File: config.mk
export PLATFORM = sky130hd
export DESIGN_NAME = pit_gen
export DESIGN_NICKNAME = d
export VERILOG_FILES = /design/src/rtl/pit_pkg.sv /design/src/rtl/pit_timebase.sv /design/src/rtl/pit_rate_decode.sv /design/src/rtl/pit_tick_fsm.sv /design/src/rtl/pit_gen.sv
export SDC_FILE = /design/constraint.sdc
export NUM_CORES = 1
export LEC_CHECK = 0
export BUFFER_PORTS_ARGS = -buffer_cell sky130_fd_sc_hd__buf_2
export CAP_MARGIN = 25
export CORE_UTILIZATION = 40
export DETAILED_ROUTE_END_ITERATION = 8
export PLACE_DENSITY_LB_ADDON = 0.15
export SLEW_MARGIN = 20
export SYNTH_ARGS = -nofsm -noshare
export SYNTH_HDL_FRONTEND = slang
export SYNTH_SLANG_ARGS = --single-unit
File: constraint.sdc
create_clock -name clk -period 3.2 [get_ports clk]
set_clock_uncertainty 0.2 [all_clocks]
set_input_delay 0.64 -clock clk [delete_from_list [all_inputs] [get_ports clk]]
set_output_delay 0.64 -clock clk [all_outputs]
set_load 0.005 [all_outputs]
File: src/rtl/pit_pkg.sv
package pit_pkg;
    typedef enum logic [1:0] {
        ST_OFF  = 2'd0,
        ST_RUN  = 2'd1,
        ST_FIRE = 2'd2
    } pit_state_e;
endpackage

File: src/rtl/pit_timebase.sv
module pit_timebase #(
    parameter int CNT_W = 15
) (
    input  logic             clk,
    input  logic             rst,
    input  logic             tb_stb,
    output logic [CNT_W-1:0] cnt
);
    always_ff @(posedge clk) begin
        if (rst) begin
            cnt <= '0;
        end else if (tb_stb) begin
            cnt <= cnt + 1'b1;
        end
    end

    // the count moves only on a strobe
    a_r5_count_on_strobe: assert property (@(posedge clk) disable iff (rst)
        !tb_stb |=> $stable(cnt));
endmodule

File: src/rtl/pit_rate_decode.sv
module pit_rate_decode #(
    parameter int CODE_W    = 4,
    parameter int CNT_W     = 15,
    parameter int LOW_REMAP = 2,
    parameter int REMAP_ADD = 7
) (
    input  logic [CODE_W-1:0] rate_code,
    output logic              active,
    output logic [CNT_W-1:0]  mask
);
    localparam int EFF_W = CODE_W + 1;

    logic [EFF_W-1:0] eff;

    always_comb begin
        active = (rate_code != '0);
        if (rate_code <= CODE_W'(LOW_REMAP)) begin
            eff = {1'b0, rate_code} + EFF_W'(REMAP_ADD);
        end else begin
            eff = {1'b0, rate_code};
        end
    end

    // mask holds (eff-1) low ones: period 2^(eff-1)
    for (genvar i = 0; i < CNT_W; i++) begin : g_mask
        assign mask[i] = active && (eff > EFF_W'(i + 1));
    end
endmodule

File: src/rtl/pit_tick_fsm.sv
module pit_tick_fsm
    import pit_pkg::*;
(
    input  logic clk,
    input  logic rst,
    input  logic tb_stb,
    input  logic hit,
    input  logic run_ok,
    input  logic irq_en,
    input  logic sqw_en,
    output logic flag_set,
    output logic irq_req,
    output logic sqw_pulse
);
    pit_state_e state, nxt;
    logic       irq_q, sqw_q;
    logic       fire_go;

    assign fire_go = run_ok && tb_stb && hit;

    always_comb begin
        nxt = state;
        unique case (state)
            ST_OFF:  nxt = run_ok ? ST_RUN : ST_OFF;
            ST_RUN:  nxt = !run_ok ? ST_OFF : (fire_go ? ST_FIRE : ST_RUN);
            ST_FIRE: nxt = run_ok ? ST_RUN : ST_OFF;
            default: nxt = ST_OFF;
        endcase
    end

    always_ff @(posedge clk) begin
        if (rst) begin
            state <= ST_OFF;
        end else begin
            state <= nxt;
        end
    end

    always_ff @(posedge clk) begin
        if (rst) begin
            irq_q <= 1'b0;
            sqw_q <= 1'b0;
        end else if (state == ST_RUN && fire_go) begin
            irq_q <= irq_en;
            sqw_q <= sqw_en;
        end
    end

    always_comb begin
        flag_set  = (state == ST_FIRE);
        irq_req   = (state == ST_FIRE) && irq_q;
        sqw_pulse = (state == ST_FIRE) && sqw_q;
    end

    a_r6_flag_one_cycle: assert property (@(posedge clk) disable iff (rst)
        flag_set |=> !flag_set);
    a_r6_irq_with_flag: assert property (@(posedge clk) disable iff (rst)
        irq_req |-> flag_set);
    a_r6_irq_follows_enable: assert property (@(posedge clk) disable iff (rst)
        flag_set |-> (irq_req == $past(irq_en)));
    a_r7_sqw_with_flag: assert property (@(posedge clk) disable iff (rst)
        sqw_pulse |-> flag_set);
    a_r7_sqw_follows_enable: assert property (@(posedge clk) disable iff (rst)
        flag_set |-> (sqw_pulse == $past(sqw_en)));
endmodule

File: src/rtl/pit_gen.sv
module pit_gen #(
    parameter int CODE_W = 4
) (
    input  logic              clk,
    input  logic              rst,
    input  logic              tb_stb,
    input  logic [CODE_W-1:0] rate_code,
    input  logic              irq_en,
    input  logic              sqw_en,
    output logic              flag_set,
    output logic              irq_req,
    output logic              sqw_pulse
);
    localparam int CNT_W = (1 << CODE_W) - 1;

    logic [CNT_W-1:0] cnt;
    logic [CNT_W-1:0] mask;
    logic             active;
    logic             hit;
    logic             run_ok;

    pit_timebase #(.CNT_W(CNT_W)) u_tb (
        .clk    (clk),
        .rst    (rst),
        .tb_stb (tb_stb),
        .cnt    (cnt)
    );

    pit_rate_decode #(.CODE_W(CODE_W), .CNT_W(CNT_W), .LOW_REMAP(2), .REMAP_ADD(7)) u_dec (
        .rate_code (rate_code),
        .active    (active),
        .mask      (mask)
    );

    assign hit    = ((cnt & mask) == mask);
    assign run_ok = active && (irq_en || sqw_en);

    pit_tick_fsm u_fsm (
        .clk       (clk),
        .rst       (rst),
        .tb_stb    (tb_stb),
        .hit       (hit),
        .run_ok    (run_ok),
        .irq_en    (irq_en),
        .sqw_en    (sqw_en),
        .flag_set  (flag_set),
        .irq_req   (irq_req),
        .sqw_pulse (sqw_pulse)
    );

    a_r1_no_tick_code0: assert property (@(posedge clk) disable iff (rst)
        flag_set |-> ($past(rate_code) != '0));
    a_r4_gate_open: assert property (@(posedge clk) disable iff (rst)
        flag_set |-> $past(irq_en || sqw_en));
    a_r5_after_strobe: assert property (@(posedge clk) disable iff (rst)
        flag_set |-> $past(tb_stb));
    a_r5_aligned: assert property (@(posedge clk) disable iff (rst)
        flag_set |-> ((cnt & $past(mask)) == '0));
endmodule

==> metrics.md, run 1 <==
| Metric | Value |
|---|---|
| Vias in the first global route | `~960` |
| DRC | `0` |
| Worst slew pin tran | `0.369 ns` |
| Die Ht | `56.7 µm` |
| Drt pass-1 iters | `4` |
| Fin Setup TNS | `0 ns` |
| Max_cap viols | `0` |
| Yosys cell types | `47` |
| Cells after DPL | `182` |
| Gpl congestion | `0.994` |
| Yosys warning count | `0` |
| Final Setup Violations | `0` |
| Floorplan row count | `19` |
| Critical Path AT | `2.70 ns` |
| ANT cells | `0` |
| Ys flop type | `dfxtp_1` |
| DP Worst Slack | `0.200 ns` |
| PortBufs | `11` |
| Floorplan core area | `0.00278 mm²` |
| Via count | `1,039` |
| First-pass GRT wire length | `approximately 4100 µm` |
| Status | `finished, final reports clean` |
| Fin. Hold Viols | `0` |
| # resized after CTS | `0` |
| Cts bufs inserted | `3` |
| Crit Path Category | `in -> reg` |
| H-tree depth | `1` |
| Final WS setup | `0.502 ns` |
| Yosys top cell by area | `dfxtp_1` |
| Seq/Total Area, Yosys | `between 30% and 40%` |
| CP max stage delay | `around 0.35 ns` |
| Pwr Density | `~330 mW/mm²` |
| R2r startpoint | `u_tb.cnt[4]$_SDFFE_PP0P_` |
| Layout Cells excl Fill | `186` |
| Worst setup SP type | `input pin` |
| GRT Util Overall | `16.5%` |
| Static Leakage | `around 0.48 nW` |
| Largest net degree at the start of global routing | `22` |
| Cell Area, Synth | `0.00119 mm²` |
| Hold EP | `u_fsm.sqw_q$_SDFFE_PP0P_` |
| Hold crit path type | `reg -> reg` |
| Io pins | `12` |
| Cells taking the most area after synthesis | `dfxtp_1 32%, nor2_1 6.3%, xor2_1 5.1%` |
| Die area | `0.00321 mm²` |
| Worst Hold Depth | `2` |
| Reg area | `380 µm²` |
| Min cycle time layout | `2.70 ns` |
| Fillers | `286` |
| CP Max Fanout | `7` |
| Worst path bufs/invs | `2` |
| Async SR Flop Fraction | `0%` |
| TritonCTS sink count | `19` |
| Nets | `about 170` |
| Final Core Density | `between 40% and 50%` |
| Initial core utilization | `43.0%` |
| Pins Over Slew Limit | `0` |
| Vias per inst | `5.59` |
| First DRT Iteration DRCs | `46` |
| CTS tree | `done` |
| DRT Wirelength | `between 2000 and 2500 µm` |
| Synth Register Bits | `19` |
| Worst-path clk slew | `about 0.1 ns` |
| WP data required | `~3.2 ns` |
| Post-CTS Hold Fix Bufs | `0` |
| Syn Area/Cell | `8.24 µm²` |
| DP Wirelength | `1870 µm` |
| Global route overflow | `0` |
| DR WL/cell | `about 13 µm` |
| Max-slew headroom | `75.1%` |
| Clock buffer depth | `2` |
| Initial antenna violation count | `0` |
| Final cycle utilization of the critical path | `between 80% and 90%` |
| Die width | `~57 µm` |
| Crit end category | `register` |
| RSZ-0062 raised after global routing | `no` |
| Fmax | `371 MHz` |
| Cells after synthesis | `145` |
| Proportion of netlist area held by the largest area contributor | `31.8%` |
| Slowest library cell on the worst path | `ha_1` |
| Hold_sp | `u_fsm.sqw_q$_SDFFE_PP0P_` |
| Post-synth top cells | `20 x nor2_1, 19 x dfxtp_1, 11 x nand2_1` |
| Syn nets | `~160` |
| Count leader, synth | `nor2_1` |
| Clock Tree Root | `clkbuf_4` |
| Number of synthesized flops with an enable pin | `0` |
| Multi-input gate area | `759 µm²` |
| FF-to-FF setup slack | `1.31 ns` |
| Cell family with most CP delay | `compound AO/OA/AOI/OAI gates` |
| Final ANT Viol Nets | `0` |
| CP cell instances | `buf_2, inv_1, ha_1, or3_4, o21a_2, a311oi_2, a21oi_1, o221a_1, and3_1, a2111oi_2` |
| Worst hold slack | `between 0.2 and 0.3 ns` |
| Clk Latency, worst-skew pair | `0.29 ns` |
| Synthesis-to-layout area growth | `7.12%` |
| Crit Reg-Reg Endpoint | `u_fsm.irq_q$_SDFFE_PP0P_` |
| Layout cell share with drive strength beyond 1 | `18.1%` |
| Maximum vdd ir drop | `between 0.2 and 0.25 mV` |
| Post-CTS Setup Bufs | `0` |
| Reg2Reg Depth | `5` |
[cells in the final DEF, fill, tap and decap left out, types with 4 or more instances in the layout]
cell type   n
a21oi_1     6
buf_2      11
dfxtp_1    19
nand2_1    11
nand2b_1    4
nand3_1     7
nand4_1     5
nor2_1     20
o21ai_0     6
xnor2_1     4
xor2_1      7
[sequential cells by signal, indices dropped and copies added, names as in the netlist]
register	count
u_tb.cnt	15
u_fsm.state	2
u_fsm.irq_q	1
u_fsm.sqw_q	1
[cell type report]
class	instances	area share (%)
sequential	19	29.7
multi-input combinational	116	59.3
tap	31	3.03
clock buffer	4	2.05
timing repair buffer	11	4.30
inverter	5	1.56
[per-layer routing]
| metal | GRT usage, % | up-vias | part of all wire, % | wire length (µm) |
|---|---|---|---|---|
| li1 | - | 534 | - | - |
| met4 | 9.41 | 0 | 0.74 | 18 |
| met3 | 2.53 | 2 | 3.7 | 90 |
| met1 | 22.2 | 478 | 50 | 1230 |
| met5 | 0 | - | 0 | 0 |
| met2 | 25.0 | 25 | 45 | 1100 |
[where the power goes]
group	leakage (nW)	internal (mW)	total, mW	switching [mW]
combinational	0.307	0.0258	0.0614	0.0356
clock	0.0150	0.0484	0.119	0.0708
sequential	0.154	0.240	0.245	0.00500
total	0.475	0.314	0.426	0.111
[stage by stage]
step / power [mW] / cell area (µm²)
finish: 0.426 / 1280
global route: 0.452 / 1280
CTS: 0.435 / 1280
detailed placement: 0.311 / 1250
global placement: 0.310 / 1250
floorplan: 0.296 / 1190
[worst min-delay path, cell delays in order (launching register included)]
cell	delay (ns)
dfxtp_1	0.32
nand2b_1	0.06
mux2i_1	0.06
[logic make-up (layout without fill, tap and decap cells)]
| family | count (synthesis) | after routing | share of synthesized area (%) |
|---|---|---|---|
| and+or+nand+nor | 68 | 68 | 30.5 |
| AOI/OAI and AO/OA | 31 | 31 | 19.4 |
| DFF | 19 | 19 | 31.8 |
| xor gates and xnor gates | 11 | 11 | 8.06 |
| buffers and inverters | 10 | 20 | 4.61 |
| adders and majority gates | 3 | 3 | 3.14 |
| muxes | 3 | 3 | 2.51 |
[worst max-delay path by stage]
stage	from	endpoint	slack, ns	cells after the start
3_3_place_gp	rate_code[0]	u_fsm.state[0]$_SDFF_PP0_	0.23	10
6_report	rate_code[0]	u_fsm.state[0]$_SDFF_PP0_	0.50	10
3_5_place_dp	rate_code[0]	u_fsm.state[0]$_SDFF_PP0_	0.20	10
2_1_floorplan	rate_code[0]	u_fsm.state[0]$_SDFF_PP0_	0.51	9
4_1_cts	rate_code[0]	u_fsm.state[0]$_SDFF_PP0_	0.52	10
5_1_grt	rate_code[0]	u_fsm.state[0]$_SDFF_PP0_	0.33	10
(Power assumes the default switching activity.)
==> inputs of run 2 (changes only) <==
--- a/config.mk
+++ b/config.mk
@@ -5,6 +5,7 @@
 export SDC_FILE = /design/constraint.sdc
 export NUM_CORES = 1
 export LEC_CHECK = 0
+export ABC_AREA = 1
 export BUFFER_PORTS_ARGS = -buffer_cell sky130_fd_sc_hd__buf_2
 export CAP_MARGIN = 25
 export CORE_UTILIZATION = 40
==> constraint.sdc (replaced) <==
create_clock -name clk -period 2.78 [get_ports clk]
set_clock_uncertainty 0.2 [all_clocks]
set_input_delay 0.556 -clock clk [delete_from_list [all_inputs] [get_ports clk]]
set_output_delay 0.556 -clock clk [all_outputs]
set_load 0.005 [all_outputs]
==> run 2 against run 1 <==
Effect of this change: largest cell class unchanged; global-route usage is 1.7 points higher; flip-flop and latch count stayed put; final area is 9.5% higher; synthesized cell count is 43% higher; combinational power is 39% higher; via count is 20% higher; worst setup slack better by 0.082 ns; clock-buffer cell count is 1 lower; wire length is 12% higher; first-iteration DRC count is 74% higher; non-clock buffer count stayed put.
==> metrics.md, run 2 <==
| Metric | Value |
|---|---|
| Status | `finished, final reports clean` |
| Die Ht | `58.3 µm (+2.9%)` |
| Largest net degree at the start of global routing | `13 (-41%)` |
| Floorplan row count | `20 (+1)` |
| Layout cell share with drive strength beyond 1 | `13.1% (-4.9 points)` |
| RSZ-0062 raised after global routing | `no` |
| Drt pass-1 iters | `4 (unchanged)` |
| Async SR Flop Fraction | `0% (unchanged)` |
| Io pins | `12 (unchanged)` |
| Cells taking the most area after synthesis | `dfxtp_1 30%, nand2_1 13%, inv_1 10%` |
| Gpl congestion | `0.916 (-7.8%)` |
| Synth Register Bits | `19 (unchanged)` |
| R2r startpoint | `u_tb.cnt[0]$_SDFFE_PP0P_` |
| Largest register FFs | `15 (unchanged)` |
| Cts bufs inserted | `3 (unchanged)` |
| Ys flop type | `dfxtp_1` |
| Reg2Reg Depth | `11 (+6)` |
| DRT Wirelength | `2730 µm (+12%)` |
| Yosys top cell by area | `dfxtp_1` |
| Min cycle time layout | `approximately 2.2 ns` |
| Worst-path clk slew | `0.13 ns (+0.03 ns)` |
| First DRT Iteration DRCs | `80 (+74%)` |
| Pwr Density | `373 mW/mm² (+12%)` |
| H-tree depth | `1 (unchanged)` |
| Final cycle utilization of the critical path | `79.0%` |
| Initial antenna violation count | `0 (unchanged)` |
| CTS tree | `done` |
| Cells after synthesis | `208 (+43%)` |
| Synthesis-to-layout area growth | `10.5%` |
| Crit Path Category | `in -> reg` |
| Post-synth top cells | `44 x nand2_1, 35 x inv_1, 31 x nor2_1` |
| Vias in the first global route | `1,154 (+21%)` |
| FF-to-FF setup slack | `0.86 ns (-0.45 ns)` |
| Largest regs | `u_tb.cnt x15, u_fsm.state x2` |
| Clock buffer depth | `2 (unchanged)` |
| DR WL/cell | `10.3 µm (-21%)` |
| Syn Area/Cell | `6.10 µm² (-26%)` |
| Layout Cells excl Fill | `265 (+42%)` |
| Post-CTS Setup Bufs | `0 (unchanged)` |
| Floorplan core area | `0.00303 mm² (+8.9%)` |
| Clock Tree Root | `clkbuf_4` |
| Fin Setup TNS | `0 ns (unchanged)` |
| Pins Over Slew Limit | `0 (unchanged)` |
| DRC | `0 (unchanged)` |
| GRT Util Overall | `18.2% (+1.7 points)` |
| Yosys warning count | `0 (unchanged)` |
| Worst Hold Depth | `2 (unchanged)` |
| Yosys cell types | `23 (-51%)` |
| Seq/Total Area, Yosys | `30.0% (-1.9 points)` |
| Max-slew headroom | `76.3% (+1.2 points)` |
| WP data required | `2.81 ns (-0.39 ns)` |
| Largest register by flop count | `u_tb.cnt` |
| Hold_sp | `u_tb.cnt[14]$_SDFFE_PP0P_` |
| Final Setup Violations | `0 (unchanged)` |
| Reg area | `380 µm² (unchanged)` |
| Crit Reg-Reg Endpoint | `u_tb.cnt[14]$_SDFFE_PP0P_` |
| Global route overflow | `0 (unchanged)` |
| Critical Path AT | `2.23 ns (-0.47 ns)` |
| Die area | `0.00340 mm² (+6.0%)` |
| Multi-input gate area | `749 µm² (-1.3%)` |
| Hold crit path type | `reg -> reg` |
| Static Leakage | `0.613 nW (+29%)` |
| Count leader, synth | `nand2_1` |
| Worst setup SP type | `input pin` |
| DP Wirelength | `2130 µm (+14%)` |
| ANT cells | `0 (unchanged)` |
| Number of synthesized flops with an enable pin | `0 (unchanged)` |
| Crit end category | `register` |
| CP Max Fanout | `6 (-1)` |
| # resized after CTS | `0 (unchanged)` |
| PortBufs | `11 (unchanged)` |
| Post-CTS Hold Fix Bufs | `0 (unchanged)` |
| Max_cap viols | `0 (unchanged)` |
| Nets | `234 (+39%)` |
| Initial core utilization | `41.9% (-1.1 points)` |
| Fillers | `337 (+18%)` |
| Most frequent cells in the layout | `44 x nand2_1, 35 x inv_1, 31 x nor2_1, 19 x nand3_1, 19 x dfxtp_1` |
| Cells after DPL | `261 (+43%)` |
| Proportion of netlist area held by the largest area contributor | `30.0% (-1.9 points)` |
| Fmax | `455 MHz` |
| TritonCTS sink count | `19 (unchanged)` |
| Die width | `58.3 µm (+2.9%)` |
| Vias per inst | `4.70 (-16%)` |
| Commonest non-fill, non-tap cell in the layout | `nand2_1` |
| Syn nets | `220 (+40%)` |
| First-pass GRT wire length | `4730 µm (+14%)` |
| Clk Latency, worst-skew pair | `0.31 ns (+0.02 ns)` |
| Fin. Hold Viols | `0 (unchanged)` |
| Via count | `1,246 (+20%)` |
| Final Core Density | `46.3% (+0.26 points)` |
| Cell Area, Synth | `0.00127 mm² (+6.2%)` |
| Final ANT Viol Nets | `0 (unchanged)` |
| Worst slew pin tran | `0.351 ns (-0.0180 ns)` |
| Hold EP | `u_tb.cnt[14]$_SDFFE_PP0P_` |
| Maximum vdd ir drop | `0.261 mV (+22%)` |
==> run 2: kinds of logic after synthesis <==
group	Yosys count	synth area share, %
DFF	19	30.0
and+or+nand+nor	119	43.6
xor gates and xnor gates	1	0.690
buffers and inverters	37	10.9
AOI/OAI and AO/OA	29	11.8
adders and majority gates	3	2.96
==> run 2: worst max path at each step <==
| stage | startpoint | endpoint | slack, ns | depth (start not counted) |
|---|---|---|---|---|
| 3_5_place_dp | rate_code[0] | u_fsm.sqw_q$_SDFFE_PP0P_ | 0.28 | 16 |
| 4_1_cts | rate_code[0] | u_fsm.sqw_q$_SDFFE_PP0P_ | 0.62 | 16 |
| 6_report | rate_code[0] | u_fsm.sqw_q$_SDFFE_PP0P_ | 0.58 | 15 |
| 2_1_floorplan | rate_code[0] | u_fsm.irq_q$_SDFFE_PP0P_ | 0.63 | 16 |
| 3_3_place_gp | rate_code[0] | u_fsm.sqw_q$_SDFFE_PP0P_ | 0.27 | 16 |
| 5_1_grt | rate_code[0] | u_fsm.irq_q$_SDFFE_PP0P_ | 0.35 | 17 |
==> run 2: critical path: stages <==
cell     delay, ns
buf_2         0.10
inv_1         0.09
ha_1          0.21
inv_1         0.05
nand2_1       0.13
nand3_1       0.12
nand2_2       0.10
inv_1         0.14
a21oi_1       0.08
nor2_1        0.19
nand3_1       0.13
nor2_1        0.15
nand3_1       0.08
nand2_1       0.07
nor2_1        0.04
==> run 2: metrics by stage <==
stage | area [µm²] | hold WS (ns) | setup WS, ns | power [mW]
detailed placement | 1370 | 0.285 | 0.283 | 0.371
CTS | 1400 | 0.307 | 0.619 | 0.530
global route | 1400 | 0.311 | 0.351 | 0.560
floorplan | 1270 | 0.259 | 0.628 | 0.348
finish | 1400 | 0.303 | 0.584 | 0.522
global placement | 1370 | 0.289 | 0.272 | 0.372
==> run 2: where the power goes <==
part / internal [mW] / switching, mW / total (mW)
Sequential: 0.276 / 0.00399 / 0.280
Combinational: 0.0292 / 0.0563 / 0.0855
Clock: 0.0549 / 0.102 / 0.156
Total: 0.360 / 0.162 / 0.522
==> run 2: routing by layer <==
metal / GRT usage (%) / wire, µm / share of wire [%] / vias up
met4: 5.44 / 41 / 1.5 / 0
met3: 4.62 / 102 / 3.7 / 4
met2: 28.6 / 1150 / 42 / 22
met1: 24.8 / 1440 / 53 / 533
met5: 0 / 0 / 0 / -
li1: - / - / - / 687
==> run 2: layout make-up <==
type | count | share of cell area [%]
Timing Repair Buffer | 11 | 3.93
Multi-Input combinational cell | 152 | 53.5
Clock inverter | 1 | 0.536
Inverter | 35 | 9.38
Clock buffer | 3 | 1.61
Sequential cell | 19 | 27.1
Tap cell | 44 | 3.93
==> inputs of run 3 (changes only) <==
--- a/config.mk
+++ b/config.mk
@@ -5,7 +5,7 @@
 export SDC_FILE = /design/constraint.sdc
 export NUM_CORES = 1
 export LEC_CHECK = 0
-export ABC_AREA = 1
+export ABC_AREA = 0
 export BUFFER_PORTS_ARGS = -buffer_cell sky130_fd_sc_hd__buf_2
 export CAP_MARGIN = 25
 export CORE_UTILIZATION = 40
==> constraint.sdc (replaced) <==
create_clock -name clk -period 2 [get_ports clk]
set_clock_uncertainty 0.2 [all_clocks]
set_input_delay 0.4 -clock clk [delete_from_list [all_inputs] [get_ports clk]]
set_output_delay 0.4 -clock clk [all_outputs]
set_load 0.005 [all_outputs]
==> run 3 against run 2 <==
Effect of this change: the flow now finishes with violations (setup timing); worst setup slack worse by 0.71 ns; critical path depth down 5; hold slack worse by 0.13 ns; power up 42%; final area up 7.5%; non-clock buffer count up 15; via count down 9.2%; clock power up 27%; register-to-register slack worse by 0.72 ns; critical endpoint is now u_fsm.state[0]$_SDFF_PP0_.
==> metrics.md, run 3 (same netlist as run 1, synthesis figures left out) <==
| Metric | Value |
|---|---|
| DR WL/cell | `14.3 µm (+39%)` |
| Pins Over Slew Limit | `0 (unchanged)` |
| Crit end category | `register` |
| H-tree depth | `1 (unchanged)` |
| Maximum vdd ir drop | `0.392 mV (+50%)` |
| Hold crit path type | `in -> reg` |
| Clock Tree Root | `clkbuf_4` |
| DRC | `0 (unchanged)` |
| Worst hold slack | `0.175 ns (-0.127 ns)` |
| Largest register by flop count | `u_tb.cnt` |
| Floorplan core area | `0.00278 mm² (-8.1%)` |
| Max_cap viols | `0 (unchanged)` |
| Io pins | `12 (unchanged)` |
| Design area | `0.00151 mm² (+7.5%)` |
| PortBufs | `11 (unchanged)` |
| DP Worst Slack | `-0.588 ns (-0.871 ns)` |
| Min cycle time layout | `2.13 ns` |
| Critical Path AT | `2.14 ns (-0.09 ns)` |
| Final ANT Viol Nets | `0 (unchanged)` |
| CTS tree | `done` |
| Worst path bufs/invs | `2 (-2)` |
| Drt pass-1 iters | `4 (unchanged)` |
| Cts bufs inserted | `3 (unchanged)` |
| Sequential Power Share | `53.1% (-0.6 points)` |
| First-pass GRT wire length | `5070 µm (+7.3%)` |
| Pwr Density | `491 mW/mm² (+32%)` |
| Fmax | `between 400 and 500 MHz` |
| CP cell instances | `buf_8, clkinvlp_4, ha_4, or3_4, o21a_4, a311oi_2, a21oi_1, o221a_1, and3_4, a2111oi_4` |
| DP Wirelength | `2220 µm (+4.0%)` |
| Fillers | `266 (-21%)` |
| WP data required | `2.01 ns (-0.80 ns)` |
| Clock buffer depth | `2 (unchanged)` |
| Initial core utilization | `43.0% (+1.1 points)` |
| Fin. Hold Viols | `0 (unchanged)` |
| Synthesis-to-layout area growth | `26.1%` |
| Worst slew pin tran | `0.413 ns (+0.0617 ns)` |
| Gpl congestion | `0.880 (-4.0%)` |
| Logic pwr share | `20.2% (+3.8 points)` |
| CP Max Fanout | `3 (-3)` |
| Clk Latency, worst-skew pair | `0.29 ns (-0.02 ns)` |
| Vias in the first global route | `1,125 (-2.5%)` |
| TritonCTS sink count | `19 (unchanged)` |
| Net Switching | `205 µW (+27%)` |
| Via count | `1,131 (-9.2%)` |
| Worst setup SP type | `input pin` |
| Largest regs | `u_tb.cnt x15, u_fsm.state x2` |
| Crit Path Category | `in -> reg` |
| Static Leakage | `0.564 nW (-8.0%)` |
| Slowest library cell on the worst path | `or3_4` |
| Placed cell area | `0.00139 mm² (+1.3%)` |
| GRT Util Overall | `20.0% (+1.7 points)` |
| Layout cell share with drive strength beyond 1 | `32.4% (+19 points)` |
| Commonest non-fill, non-tap cell in the layout | `nor2_1` |
| Cell family with most CP delay | `compound AO/OA/AOI/OAI gates` |
| Initial antenna violation count | `0 (unchanged)` |
| Failing checks | `setup timing` |
| Final Core Density | `54.2% (+7.9 points)` |
| Global route overflow | `0 (unchanged)` |
| Max-slew headroom | `72.5% (-3.9 points)` |
| Switching Fraction | `27.7% (-3.3 points)` |
| Die Ht | `56.7 µm (-2.9%)` |
| First DRT Iteration DRCs | `40 (-50%)` |
| Most frequent cells in the layout | `20 x nor2_1, 18 x dfxtp_1, 15 x buf_4, 11 x nand2_1, 9 x buf_2` |
| Vias per inst | `5.63 (+20%)` |
| Multi-input gate area | `851 µm² (+14%)` |
| Int Power | `534 µW (+48%)` |
| DRT Wirelength | `2870 µm (+5.1%)` |
| Largest net degree at the start of global routing | `22 (+9)` |
| Final Setup Violations | `4 (+4)` |
| Die area | `0.00321 mm² (-5.6%)` |
| Clock network fraction of design power | `26.7% (-3.3 points)` |
| Final cycle utilization of the critical path | `107%` |
| Status | `complete, but fails checks` |
| Die width | `56.7 µm (-2.9%)` |
| Worst-path clk slew | `0.11 ns (-0.02 ns)` |
| Floorplan row count | `19 (-5.0%)` |
| Largest register FFs | `15 (unchanged)` |
| ANT cells | `0 (unchanged)` |
| Final WS setup | `-0.130 ns (-0.714 ns)` |
| Nets | `183 (-22%)` |
| RSZ-0062 raised after global routing | `yes` |
| Reg area | `382 µm² (+0.33%)` |
| CP max stage delay | `0.34 ns (+0.13 ns)` |
[run 3: changes by cell type in the layout (fill, tap and decap cells not counted), moves of 4 or more]
| cell | before | now |
|---|---|---|
| a21oi_1 | 15 | 6 |
| buf_4 | 0 | 15 |
| inv_1 | 35 | 2 |
| nand2_1 | 44 | 11 |
| nand2_2 | 6 | 0 |
| nand2b_1 | 0 | 4 |
| nand3_1 | 19 | 7 |
| nand4_1 | 1 | 5 |
| nor2_1 | 31 | 20 |
| nor3_1 | 7 | 2 |
| o21ai_0 | 11 | 4 |
| xnor2_1 | 0 | 4 |
| xor2_1 | 1 | 7 |
[run 3: routing by layer]
layer / part of all wire [%] / global-route usage (%)
met5: 0 / 0
met3: 2.6 / 3.00
met4: 1.3 / 6.97
met1: 49 / 26.5
met2: 47 / 32.8
[run 3: what timing repair did]
item                                   in CTS  in global routing
hold buffers                                0                  0
setup buffers                               2                  0
gates resized for setup                    13                  4
setup endpoints to repair                   4                  4
endpoints found under the hold margin       0                  0
pin swaps                                   4                  0
[run 3: power groups by stage]
stage	clock network (mW)	logic, mW	registers, mW
2_1_floorplan	0	0.0845	0.398
3_3_place_gp	0	0.128	0.400
3_5_place_dp	0	0.131	0.401
4_1_cts	0.208	0.146	0.393
5_1_grt	0.220	0.163	0.394
6_report	0.198	0.149	0.392
[run 3: tightest hold or removal path, cell delays in order]
cell	delay, ns
buf_2	0.11
nand2b_1	0.06
mux2i_1	0.06
[run 3: layout make-up]
type	count	area share (%)
multi-input combinational	116	56.5
clock buffer	3	1.50
inverter	5	1.58
timing repair buffer	26	12.2
tap	31	2.57
sequential	19	25.3
clock inverter	1	0.332
[run 3: path summary, 6_finish.rpt]
path                             from                        end  slack, ns  depth (start not counted)
min reg2reg  u_fsm.sqw_q$_SDFFE_PP0P_   u_fsm.sqw_q$_SDFFE_PP0P_       0.28                          2
max                      rate_code[0]  u_fsm.state[0]$_SDFF_PP0_      -0.13                         10
max reg2reg  u_tb.cnt[4]$_SDFFE_PP0P_   u_fsm.sqw_q$_SDFFE_PP0P_       0.14                          5
min                            irq_en   u_fsm.irq_q$_SDFFE_PP0P_       0.18                          3
[run 3: stage by stage]
| stage | power (mW) | cells | setup TNS [ns] |
|---|---|---|---|
| 2_1_floorplan | 0.483 | 145 | -1.21 |
| 3_3_place_gp | 0.529 | 195 | -2.05 |
| 3_5_place_dp | 0.532 | 195 | -2.18 |
| 4_1_cts | 0.747 | 201 | -0.448 |
| 5_1_grt | 0.777 | 201 | -0.790 |
| 6_report | 0.739 | 201 | -0.489 |
